--- src/rtl/spi_pkt_pkg.sv ---
package spi_pkt_pkg;
  // default packet geometry
  localparam int PKT_ID_W  = 8;
  localparam int PKT_PAY_W = 24;

  // receive framing state within one select
  typedef enum logic [1:0] {
    FR_IDLE  = 2'd0,
    FR_SHIFT = 2'd1,
    FR_DONE  = 2'd2
  } frame_st_e;
endpackage

--- src/rtl/spi_pkt_sync.sv ---
module spi_pkt_sync #(
  parameter int              WIDTH   = 3,
  parameter int              STAGES  = 2,
  parameter logic [WIDTH-1:0] RST_VAL = '0
) (
  input  logic             clk,
  input  logic             rst,
  input  logic [WIDTH-1:0] d_in,
  output logic [WIDTH-1:0] d_out
);
  logic [STAGES-1:0][WIDTH-1:0] chain_q;

  always_ff @(posedge clk) begin
    if (rst) begin
      for (int i = 0; i < STAGES; i++) chain_q[i] <= RST_VAL;
    end else begin
      chain_q[0] <= d_in;
      for (int i = 1; i < STAGES; i++) chain_q[i] <= chain_q[i-1];
    end
  end

  assign d_out = chain_q[STAGES-1];
endmodule

--- src/rtl/spi_pkt_frame.sv ---
module spi_pkt_frame
  import spi_pkt_pkg::*;
#(
  parameter int FRAME_W = 32,
  parameter int CNT_W   = 5
) (
  input  logic               clk,
  input  logic               rst,
  input  logic               sck_s,
  input  logic               mosi_s,
  input  logic               cs_n_s,
  output logic               sck_fall,
  output logic               frame_start,
  output logic               frame_active,
  output logic               word_valid,
  output logic [FRAME_W-1:0] word
);
  localparam logic [CNT_W-1:0] LAST_BIT = CNT_W'(FRAME_W - 1);

  frame_st_e        st_q;
  logic [CNT_W-1:0] cnt_q;
  logic [FRAME_W-1:0] sr_q;
  logic             sck_d, cs_d;
  logic             sck_rise;

  assign frame_active = ~cs_n_s;
  assign sck_rise     = sck_s & ~sck_d;
  assign sck_fall     = ~sck_s & sck_d & frame_active;
  assign frame_start  = ~cs_n_s & cs_d;

  always_ff @(posedge clk) begin
    if (rst) begin
      st_q       <= FR_IDLE;
      cnt_q      <= '0;
      sr_q       <= '0;
      sck_d      <= 1'b0;
      cs_d       <= 1'b1;
      word_valid <= 1'b0;
      word       <= '0;
    end else begin
      sck_d      <= sck_s;
      cs_d       <= cs_n_s;
      word_valid <= 1'b0;
      if (cs_n_s) begin
        st_q  <= FR_IDLE;
        cnt_q <= '0;
      end else if (st_q != FR_DONE && sck_rise) begin
        sr_q <= {sr_q[FRAME_W-2:0], mosi_s};
        if (cnt_q == LAST_BIT) begin
          word       <= {sr_q[FRAME_W-2:0], mosi_s};
          word_valid <= 1'b1;
          st_q       <= FR_DONE;
          cnt_q      <= '0;
        end else begin
          cnt_q <= cnt_q + 1'b1;
          st_q  <= FR_SHIFT;
        end
      end
    end
  end


  strobe_single_chk: assert property (@(posedge clk) disable iff (rst)
    word_valid |=> !word_valid);


  strobe_in_frame_chk: assert property (@(posedge clk) disable iff (rst)
    word_valid |-> $past(frame_active));


  done_quiet_chk: assert property (@(posedge clk) disable iff (rst)
    (st_q == FR_DONE) |-> !word_valid || $past(st_q) != FR_DONE);
endmodule

--- src/rtl/spi_pkt_tx.sv ---
module spi_pkt_tx #(
  parameter int FRAME_W = 32
) (
  input  logic               clk,
  input  logic               rst,
  input  logic               load,
  input  logic [FRAME_W-1:0] load_word,
  input  logic               frame_start,
  input  logic               frame_active,
  input  logic               sck_fall,
  output logic               tx_ready,
  output logic               miso,
  output logic               miso_oe
);
  logic [FRAME_W-1:0] hold_q;
  logic               pend_q;
  logic [FRAME_W-1:0] sr_q;
  logic               oe_q;

  always_ff @(posedge clk) begin
    if (rst) begin
      hold_q <= '0;
      pend_q <= 1'b0;
      sr_q   <= '0;
      oe_q   <= 1'b0;
    end else begin
      if (load) begin
        hold_q <= load_word;
        pend_q <= 1'b1;
      end else if (frame_start) begin
        pend_q <= 1'b0;
      end
      oe_q <= frame_active;
      if (!frame_active)    sr_q <= '0;
      else if (frame_start) sr_q <= pend_q ? hold_q : '0;
      else if (sck_fall)    sr_q <= {sr_q[FRAME_W-2:0], 1'b0};
    end
  end

  assign miso     = sr_q[FRAME_W-1];
  assign miso_oe  = oe_q;
  assign tx_ready = ~pend_q;


  load_busy_chk: assert property (@(posedge clk) disable iff (rst)
    load |=> !tx_ready);


  empty_zero_chk: assert property (@(posedge clk) disable iff (rst)
    (frame_start && tx_ready) |=> (sr_q == '0));


  idle_quiet_chk: assert property (@(posedge clk) disable iff (rst)
    !miso_oe |-> !miso);


  hold_stable_chk: assert property (@(posedge clk) disable iff (rst)
    (frame_active && !frame_start && !sck_fall && $past(frame_active)) |=> $stable(sr_q));
endmodule

--- src/rtl/spi_pkt_slave.sv ---
module spi_pkt_slave
  import spi_pkt_pkg::*;
#(
  parameter int ID_W        = PKT_ID_W,
  parameter int PAY_W       = PKT_PAY_W,
  parameter int SYNC_STAGES = 2
) (
  input  logic             clk,
  input  logic             rst,
  input  logic             sck,
  input  logic             mosi,
  input  logic             cs_n,
  output logic             miso,
  output logic             miso_oe,
  output logic             rx_valid,
  output logic [ID_W-1:0]  rx_id,
  output logic [PAY_W-1:0] rx_payload,
  input  logic             tx_load,
  input  logic [ID_W-1:0]  tx_id,
  input  logic [PAY_W-1:0] tx_payload,
  output logic             tx_ready
);
  localparam int FRAME_W = ID_W + PAY_W;
  localparam int CNT_W   = $clog2(FRAME_W);

  logic [2:0]         sync_q;
  logic               sck_fall, frame_start, frame_active;
  logic [FRAME_W-1:0] rx_word;

  spi_pkt_sync #(
    .WIDTH  (3),
    .STAGES (SYNC_STAGES),
    .RST_VAL(3'b100)
  ) u_sync (
    .clk  (clk),
    .rst  (rst),
    .d_in ({cs_n, sck, mosi}),
    .d_out(sync_q)
  );

  spi_pkt_frame #(
    .FRAME_W(FRAME_W),
    .CNT_W  (CNT_W)
  ) u_frame (
    .clk         (clk),
    .rst         (rst),
    .sck_s       (sync_q[1]),
    .mosi_s      (sync_q[0]),
    .cs_n_s      (sync_q[2]),
    .sck_fall    (sck_fall),
    .frame_start (frame_start),
    .frame_active(frame_active),
    .word_valid  (rx_valid),
    .word        (rx_word)
  );

  spi_pkt_tx #(
    .FRAME_W(FRAME_W)
  ) u_tx (
    .clk         (clk),
    .rst         (rst),
    .load        (tx_load),
    .load_word   ({tx_id, tx_payload}),
    .frame_start (frame_start),
    .frame_active(frame_active),
    .sck_fall    (sck_fall),
    .tx_ready    (tx_ready),
    .miso        (miso),
    .miso_oe     (miso_oe)
  );

  assign rx_id      = rx_word[FRAME_W-1 -: ID_W];
  assign rx_payload = rx_word[PAY_W-1:0];


  collide_pend_chk: assert property (@(posedge clk) disable iff (rst)
    (tx_load && frame_start) |=> !tx_ready);
endmodule

--- config.mk ---
export PLATFORM = sky130hd
export DESIGN_NAME = spi_pkt_slave
export DESIGN_NICKNAME = d
export VERILOG_FILES = /design/src/rtl/spi_pkt_pkg.sv /design/src/rtl/spi_pkt_sync.sv /design/src/rtl/spi_pkt_frame.sv /design/src/rtl/spi_pkt_tx.sv /design/src/rtl/spi_pkt_slave.sv
export SDC_FILE = /design/constraint.sdc
export NUM_CORES = 1
export LEC_CHECK = 0
export BUFFER_PORTS_ARGS = -buffer_cell sky130_fd_sc_hd__buf_2
export CAP_MARGIN = 20
export CORE_MARGIN = 1
export CORE_UTILIZATION = 57
export DETAILED_ROUTE_END_ITERATION = 16
export HOLD_SLACK_MARGIN = 0.08
export PLACE_DENSITY_LB_ADDON = 0.15
export SLEW_MARGIN = 20
export SYNTH_ARGS = -nofsm -noshare
export SYNTH_HDL_FRONTEND = slang
export SYNTH_SLANG_ARGS = --single-unit
--- constraint.sdc ---
create_clock -name clk -period 3 [get_ports clk]
set_clock_uncertainty 0.15 [all_clocks]
set_input_delay 0.6 -clock clk [delete_from_list [all_inputs] [get_ports clk]]
set_output_delay 0.6 -clock clk [all_outputs]
set_load 0.01 [all_outputs]
==> results.ini <==
[power]
power_frac_seq_pct = 48.2
switching_power_w = 0.000942
pwr-share-comb_pct = 4.1
p_int_w = 0.00317
p_sw_share_pct = 22.9
power_frac_clock_pct = 47.7
ir_drop_mv = 0.362
leakage_nw = 2.74
power_density_nw_per_um2 = 624

[critical_path]
crit_arrival_ps = 2430
crit_path_max_fanout = 32
r2r_slack_ps = 860
cp.required_ps = 3290
reg2reg_depth = 6
rr_endpoint = u_frame.word[18]$_SDFFE_PP0P_
rr_startpoint = u_frame.cnt_q[0]$_SDFFE_PP0N_
end_kind = flip-flop
critPathKind = flip-flop to flip-flop
start_kind = flip-flop

[timing]
fin_tns_setup_ps = 0
rsz0062_at_grt = no
period_share_pct = 71.3
fmax_mhz = 467
drv_slew = 0
worst_slew_pin_slew_ps = 938
setup_viol = 0
slew_headroom_pct = 37.2
hold_viol_final = 0
fin_crit_ps = 2140

[synthesis]
avgSynthCellArea_sq_um = 10.3
yosysSeqAreaShare_pct = 51.6
synth_cells = 544
synth.area.top_cells = dfxtp_1, mux2i_1, nand2b_1, o31ai_1, a22oi_1
syn-num-nets = 585
synth.largest_area_cell = dfxtp_1
yosysTopAreaCellShare_pct = 51.6
yosysWarnings = 0
yosys-top-cells-count = dfxtp_1, mux2i_1, nand2b_1, nor2_1, a21oi_1
synth-edff-count = 0
async_flop_share_pct = 0
yosysMostFrequentCell = dfxtp_1
ys_ff_latch = 145
netlist_area_sq_um = 5620
ys.flop_type = dfxtp_1
synthDistinctLibCells = 38

[global_route]
grtUsageTotal_pct = 22.4
antenna_found_initial = 0
grt_pass1_wl_microns = 18000
grt_pass1_vias = 3915
grt.overflow.total = 0
grt_max_degree = 105

[floorplan]
io-pin-count = 74
num_rows = 35
initial_utilization_pct = 59.7
core-area_sq_um = 9420
die_area_sq_um = 10300
chipWidth_microns = 101
die_y_microns = 101

[final_layout]
layout-drive-gt1-share_pct = 19.9
post-route-util_pct = 69.9
fin_nets = 643
antenna_cells = 0
area_growth_pct = 17.1

[min_path]
whs_endpoint = u_sync.chain_q[2]$_SDFF_PP1_
whs_path_depth = 2
min_from = cs_n
worstHoldPathType = primary input to flip-flop

[clocking]
cts_tree = done
cts-root-buf = clkbuf_8
path_clk_slew_ps = 60
postCtsSetupRepairBufs = 0
cts_buffers = 17
cts_htree_levels = 4
cts.sinks = 145
cts_resized = 0
clk_latency_ps = 520
hold_buffers = 0
cts_buffer_depth = 2

[drt]
ant_nets = 0
first_pass_iters = 5
routedWlPerCell_microns = 14.7
dr_total_vias = 4144
via_per_inst = 5.58
drcViolationCount = 0
drtIter0Drc = 185
wl_microns = 10900

[placed_design]
io_buffers = 73
globalplace.congestion = 0.770
dpl.hpwl_microns = 6510

[run_status]
status = finished clean

[flow_run]
cap_violations = 0

[power groups by stage]
stage	combinational [W]	sequential (W)	clock, W
finish	0.000168	0.00198	0.00196
global route	0.000186	0.00198	0.00207
CTS	0.000169	0.00198	0.00198
detailed placement	0.000168	0.00202	0
global placement	0.000162	0.00202	0
floorplan	0.000124	0.00201	0
[worst max-delay path by stage]
stage                                        startpoint                            end  depth (start not counted)
after detailed placement                            rst     u_tx.sr_q[11]$_SDFFE_PP0P_                          6
after global placement                              rst      u_tx.sr_q[2]$_SDFFE_PP0P_                          6
after floorplan           u_frame.cnt_q[0]$_SDFFE_PP0N_  u_frame.cnt_q[3]$_SDFFE_PP0N_                          5
after CTS                 u_frame.cnt_q[0]$_SDFFE_PP0N_   u_frame.word[0]$_SDFFE_PP0P_                          6
after global routing      u_frame.cnt_q[0]$_SDFFE_PP0N_  u_frame.word[31]$_SDFFE_PP0P_                          6
final                     u_frame.cnt_q[0]$_SDFFE_PP0N_  u_frame.word[18]$_SDFFE_PP0P_                          6
[cell families (layout without fill, tap and decap cells)]
group | after synthesis | count (layout) | share of synthesized area (%)
AO/OA/AOI/OAI | 85 | 85 | 10.3
flip-flops | 145 | 145 | 51.6
AND/OR/NAND/NOR | 169 | 169 | 16.6
buffers and inverters | 47 | 117 | 3.87
adder cells (fa/ha/maj) | 3 | 3 | 0.668
multiplexers | 95 | 95 | 16.9
[layout by cell type (no fill, tap or decap), drive strengths merged]
| cell | n |
|---|---|
| or4 | 2 |
| buf | 83 |
| nor2b | 7 |
| dfxtp | 145 |
| o211ai | 2 |
| nand2b | 68 |
| mux2i | 95 |
| a22oi | 18 |
| clkinvlp | 6 |
| and2 | 1 |
| nand2 | 14 |
| nor2 | 33 |
| nor3 | 15 |
| nor3b | 1 |
| a21oi | 27 |
| o21a | 1 |
| and3 | 1 |
| clkbuf | 18 |
| bufinv | 1 |
| o21ai | 4 |
| a31oi | 1 |
| and3b | 1 |
| inv | 8 |
| o31ai | 19 |
| nand3 | 18 |
| a32o | 1 |
| nand4b | 2 |
| or2 | 3 |
| ha | 3 |
| a311oi | 12 |
| clkinv | 1 |
| or4b | 1 |
| and2b | 2 |
[cell type report]
| class | count | area [sq um] |
|---|---|---|
| Sequential cell | 145 | 2900 |
| Clock buffer | 18 | 428 |
| Timing Repair Buffer | 83 | 440 |
| Tap cell | 129 | 161 |
| Fill cell | 734 | 2840 |
| Multi-Input combinational cell | 352 | 2510 |
| Clock inverter | 13 | 128 |
| Inverter | 3 | 11.3 |
[state kept, by name, summed over array words and instances, names as in the netlist]
signal              cells
u_sync.d_out            3
u_tx.miso_oe            1
u_frame.st_q            2
u_tx.sr_q              32
u_frame.sr_q           31
u_frame.sck_d           1
u_sync.chain_q          3
u_frame.word           32
u_tx.pend_q             1
u_frame.cs_d            1
u_tx.hold_q            32
u_frame.cnt_q           5
u_frame.word_valid      1
[routing by layer]
metal	global-route usage [%]	up-vias	routed length [microns]
met3	4.97	18	528
li1	-	2032	-
met1	28.8	1961	4980
met4	10.9	0	150
met2	35.7	133	5220
met5	0	-	0
[critical path: stages (launching register included)]
cell and delay (ps):
dfxtp_1 340, ha_1 240, and3_1 210, ha_1 260, nand4b_2 120, buf_4 470, mux2i_1 260
[metrics by stage]
| step | hold slack [ps] | instance area [sq um] | instances | worst slack [ps] | power, W |
|---|---|---|---|---|---|
| 2_1_floorplan | 239 | 5620 | 544 | 1180 | 0.00214 |
| 3_3_place_gp | 243 | 6020 | 712 | 869 | 0.00219 |
| 3_5_place_dp | 247 | 6020 | 712 | 783 | 0.00219 |
| 4_1_cts | 102 | 6580 | 743 | 843 | 0.00413 |
| 5_1_grt | 119 | 6580 | 743 | 736 | 0.00424 |
| 6_report | 118 | 6580 | 743 | 860 | 0.00411 |
Power figures use the tool's default switching activity.
